`src/rtl/therm_enc_pkg.sv`:
```
package therm_enc_pkg;

    localparam int LINES      = 63;
    localparam int HOT_W      = LINES + 1;
    localparam int CODE_W     = $clog2(HOT_W);
    localparam int GROUP_W    = 16;
    localparam int NUM_GROUPS = HOT_W / GROUP_W;
    localparam int LOW_W      = $clog2(GROUP_W);
    localparam int HIGH_W     = $clog2(NUM_GROUPS);

    typedef struct packed {
        logic             hit;
        logic [LOW_W-1:0] low;
    } group_code_t;

    typedef logic [CODE_W-1:0] code_t;

    function automatic logic maj3(input logic a, input logic b, input logic c);
        return (a & b) | (a & c) | (b & c);
    endfunction

    // OR of the indices of all set lines; exact for a one-hot slice
    function automatic logic [LOW_W-1:0] slice_index(input logic [GROUP_W-1:0] s);
        logic [LOW_W-1:0] idx;
        idx = '0;
        for (int i = 0; i < GROUP_W; i++) begin
            if (s[i]) idx = idx | LOW_W'(i);
        end
        return idx;
    endfunction

endpackage

```
`src/rtl/therm_bubble_filter.sv`:
```
module therm_bubble_filter
    import therm_enc_pkg::*;
(
    input  logic [LINES-1:0] therm_i,
    output logic [HOT_W-1:0] hot_o
);
    // ext[0] forced high, ext[LINES+1] forced low
    logic [LINES+1:0] ext;
    logic [LINES+1:0] clean;

    assign ext = {1'b0, therm_i, 1'b1};

    assign clean[0]       = 1'b1;
    assign clean[LINES+1] = 1'b0;

    generate
        for (genvar k = 1; k <= LINES; k++) begin : g_vote
            assign clean[k] = maj3(ext[k-1], ext[k], ext[k+1]);
        end
        for (genvar k = 0; k < HOT_W; k++) begin : g_edge
            assign hot_o[k] = clean[k] & ~clean[k+1];
        end
    endgenerate

endmodule

```
`src/rtl/therm_group_rom.sv`:
```
module therm_group_rom
    import therm_enc_pkg::*;
(
    input  logic [GROUP_W-1:0] slice_i,
    output group_code_t        grp_o
);
    always_comb begin
        grp_o.hit = |slice_i;
        grp_o.low = slice_index(slice_i);
    end
endmodule

```
`src/rtl/therm_group_select.sv`:
```
module therm_group_select
    import therm_enc_pkg::*;
(
    input  group_code_t [NUM_GROUPS-1:0] grp_i,
    output code_t                        code_o
);
    logic [HIGH_W-1:0] high;
    logic [LOW_W-1:0]  low;

    always_comb begin
        high = '0;
        low  = '0;
        for (int g = NUM_GROUPS - 1; g >= 0; g--) begin
            if (grp_i[g].hit) high = HIGH_W'(g);
        end
        for (int g = 0; g < NUM_GROUPS; g++) begin
            if (grp_i[g].hit) low = low | grp_i[g].low;
        end
        code_o = {high, low};
    end
endmodule

```
`src/rtl/flash_therm_encoder.sv`:
```
module flash_therm_encoder
    import therm_enc_pkg::*;
(
    input  logic             clk_i,
    input  logic             rst_i,
    input  logic [LINES-1:0] therm_i,
    output logic [CODE_W-1:0] code_o
);
    logic [HOT_W-1:0]               hot;
    group_code_t [NUM_GROUPS-1:0]   grp_d;
    group_code_t [NUM_GROUPS-1:0]   grp_q;
    logic [NUM_GROUPS-1:0]          s1_valid;
    code_t                          code_d;

    therm_bubble_filter u_filter (
        .therm_i (therm_i),
        .hot_o   (hot)
    );

    generate
        for (genvar g = 0; g < NUM_GROUPS; g++) begin : g_rom
            therm_group_rom u_rom (
                .slice_i (hot[g*GROUP_W +: GROUP_W]),
                .grp_o   (grp_d[g])
            );
            assign s1_valid[g] = grp_q[g].hit;
        end
    endgenerate

    always_ff @(posedge clk_i) begin
        if (rst_i) grp_q <= '0;
        else       grp_q <= grp_d;
    end

    therm_group_select u_sel (
        .grp_i  (grp_q),
        .code_o (code_d)
    );

    always_ff @(posedge clk_i) begin
        if (rst_i) code_o <= '0;
        else       code_o <= code_d;
    end

endmodule

```
`config.mk`:
```
export PLATFORM = sky130hd
export DESIGN_NAME = flash_therm_encoder
export DESIGN_NICKNAME = d
export VERILOG_FILES = /design/src/rtl/therm_enc_pkg.sv /design/src/rtl/therm_bubble_filter.sv /design/src/rtl/therm_group_rom.sv /design/src/rtl/therm_group_select.sv /design/src/rtl/flash_therm_encoder.sv
export SDC_FILE = /design/constraint.sdc
export NUM_CORES = 1
export LEC_CHECK = 0
export BUFFER_PORTS_ARGS = -buffer_cell sky130_fd_sc_hd__buf_4
export CORE_AREA = 2 2 103 65
export CTS_BUF_LIST = sky130_fd_sc_hd__clkbuf_4 sky130_fd_sc_hd__clkbuf_8
export CTS_CLUSTER_SIZE = 16
export DETAILED_ROUTE_END_ITERATION = 16
export DIE_AREA = 0 0 105 67
export GPL_TIMING_DRIVEN = 0
export PLACE_DENSITY_LB_ADDON = 0.12
export SYNTH_ARGS = -nofsm -noshare
export SYNTH_HDL_FRONTEND = slang
export SYNTH_SLANG_ARGS = --single-unit
export TNS_END_PERCENT = 30
```
`constraint.sdc`:
```
create_clock -name clk_i -period 2.5 [get_ports clk_i]
set_clock_uncertainty 0.1 [all_clocks]
set_input_delay 0.125 -clock clk_i [delete_from_list [all_inputs] [get_ports clk_i]]
set_output_delay 0.125 -clock clk_i [all_outputs]
set_load 0.02 [all_outputs]
```
==> impl_metrics.json <==
{
  "status": "finished clean",
  "drtAntennaViolNets": 0,
  "post_cts_buffers": 0,
  "die_h_um": 67,
  "area_delta_synth_final_pct": 26.61,
  "fin_util_pct": 49.71,
  "synth_async_sr_flop_share_pct": 0,
  "wl_per_cell_um": 13.95,
  "clk_pin_slew_worst_paths_ns": 0.08,
  "max-vdd-ir-drop_uv": 289.8,
  "tritoncts": "built",
  "synth_fp_nets": 360,
  "start_util_pct": 39.26,
  "first_pass_iters": 4,
  "htree_levels": 1,
  "grt-ovfl-total": 0,
  "relSlewSlack_pct": 64.84,
  "synth_warnings": 0,
  "layout.nets": 425,
  "fillers": 638,
  "synthTopCellsByArea": "dfxtp_1 22%, xnor2_1 7.4%, nor4bb_1 5.9%",
  "critPathKind": "in2reg",
  "drc": 0,
  "core_sq_um": 6001,
  "p_leak_nw": 1.188,
  "vias": 2428,
  "place_congestion": 0.8337,
  "ys_ff_latch": 26,
  "worst_setup_path_end_kind": "flip-flop",
  "rsz0062_at_grt": "no",
  "finalCritPeriodShare_pct": 51.36,
  "grt_pass1_vias": 2206,
  "clk_latency_ns": 0.26,
  "crit_required_ns": 2.53,
  "hold_buffers": 0,
  "max_slew.worst_pin.slew_ns": 0.5141,
  "die_w_um": 105,
  "synthCells": 295,
  "vias_per_cell": 5.481,
  "critPathTopFamily": "simple AND/OR/NAND/NOR gates",
  "power_density_nw_per_um2": 427.4,
  "cpMaxStageDelayCell": "nor4_1",
  "grt_max_degree": 16,
  "synth_edf_count": 0,
  "drv_cap": 0,
  "setup_viol": 0,
  "clockBufferDepth": 2,
  "pin_count": 71,
  "max_freq_ghz": 0.7788,
  "synth_ff_type": "dfxtp_1",
  "dieArea_sq_um": 7035,
  "cts-resized-gates": 0,
  "cp_cell_sequence": "buf_4 -> nor4bb_1 -> a31oi_1 -> nand2_1 -> nor4_1 -> a41oi_2",
  "drv_slew": 0,
  "cts_sinks": 26,
  "drive_above_1_share_pct": 22.28,
  "mostFrequentLayoutCells": "60 x buf_4, 26 x dfxtp_1, 22 x nor2_1",
  "setup_tns_ns": 0,
  "io_buffers": 60,
  "worst-path-buf-inv": 1,
  "final_common_cell": "buf_4",
  "rows": 22,
  "cts_inserted_buffers": 3,
  "worstPathArrival_ns": 1.31,
  "antenna_found_initial": 0,
  "cp-start-kind": "input pin",
  "dp_hpwl_um": 5031,
  "syn-cell-area_sq_um": 2356,
  "seq_area_frac_synth_pct": 22.09,
  "hp-class": "in2reg",
  "critPathMaxStageDelay_ns": 0.48,
  "clock_tree.root_cell": "clkbuf_8",
  "wirelength_um": 6181,
  "grt_pass1_wl_um": 10610,
  "drt-initial-drc-count": 110,
  "netlist-cell-type-count": 50,
  "final_hold_viol_count": 0,
  "synth_top_area_cell": "dfxtp_1",
  "n_antenna_cell": 0,
  "fin_crit_ns": 1.284,
  "yosysTopAreaCellShare_pct": 22.09,
  "syn_area_per_cell_sq_um": 7.986,
  "cp_max_fo": 5,
  "grt_usage_pct": 18.34
}
[tightest hold or removal path: cells and delay by family]
family | cells | cell delay (ns)
compound gates | 1 | 0.07
simple gates | 1 | 0.05
buf+inv | 1 | 0.13
[path summary, 6_finish.rpt]
kind / slack [ns] / depth (start not counted) / to / startpoint
min: 0.06 / 3 / grp_q[5] / therm_i[19]
max reg2reg: 1.55 / 2 / code_o[1] / grp_q[4]
min reg2reg: 0.44 / 2 / code_o[2] / grp_q[17]
max: 1.22 / 6 / grp_q[9] / therm_i[23]
[stage by stage]
step / cells / hold WS (ns) / setup WS, ns / power, W / instance area [sq um]
6_report: 443 / 0.06229 / 1.216 / 0.001275 / 2983
5_1_grt: 443 / 0.07414 / 1.050 / 0.001354 / 2983
4_1_cts: 443 / 0.05606 / 1.228 / 0.001281 / 2983
3_5_place_dp: 439 / 0.3387 / 0.9683 / 0.0009495 / 2912
3_3_place_gp: 439 / 0.3423 / 0.9365 / 0.0009435 / 2912
2_1_floorplan: 295 / 0.1846 / 1.202 / 0.0007561 / 2356
[power by group]
| part | total [W] | internal (W) | switching [W] |
|---|---|---|---|
| sequential | 0.000482 | 0.000459 | 0.0000230 |
| combinational | 0.000460 | 0.000224 | 0.000236 |
| clock | 0.000333 | 0.000214 | 0.000119 |
| total | 0.00127 | 0.000897 | 0.000378 |
[area by class of cell]
| class | count | area, sq um | share of cell area, % |
|---|---|---|---|
| inverter | 10 | 37.54 | 1.258 |
| sequential | 26 | 520.5 | 17.45 |
| clock buffer | 3 | 41.29 | 1.384 |
| timing repair buffer | 60 | 450.4 | 15.10 |
| buffer | 12 | 55.05 | 1.846 |
| multi-input combinational | 247 | 1743 | 58.43 |
| clock inverter | 1 | 30.03 | 1.007 |
| tap | 84 | 105.1 | 3.523 |
[synth_stat cells (2+ instances only)]
master and number:
a311oi_1 3, clkbuf_1 3, a41oi_1 4, nor3_1 10
xnor2_1 20, nand2_1 13, nand2b_1 18, o22ai_1 12
a211o_1 2, a211oi_1 5, xor2_1 7, nor2b_1 3
a31oi_1 7, nand4bb_1 2, nor4b_1 4, buf_2 8
o2bb2ai_1 3, a21oi_1 20, nor4_1 8, xnor2_2 2
o21ai_0 9, dfxtp_1 26, a41oi_2 2, o21ai_1 2
nor3b_1 13, o32ai_1 2, inv_1 10, a2111oi_0 2
a22oi_1 9, nor4bb_1 14, nand3_1 3, nand3b_1 5
and4bb_1 2, nor2_1 22, a21o_1 5
[state kept, by name, summed over array words and instances, names as in the netlist]
register and cells:
grp_q 20, code_o 6
[kinds of logic (layout without fill, tap and decap cells)]
family,Yosys count,in the layout,synth area share (%)
AOI/OAI and AO/OA,92,92,26.98
xor gates and xnor gates,29,29,11.42
buffers and inverters,22,86,3.930
DFF,26,26,22.09
muxes,1,1,0.4249
and+or+nand+nor,125,125,35.16
[layer usage]
layer	vias to the layer above	GRT usage [%]	routed length (um)
met5	-	0	0
met4	0	2.667	34
met3	2	3.131	314
met2	66	25.81	2298
met1	1087	28.86	3534
li1	1273	-	-
Note: power is estimated with default switching activity, not from simulation.
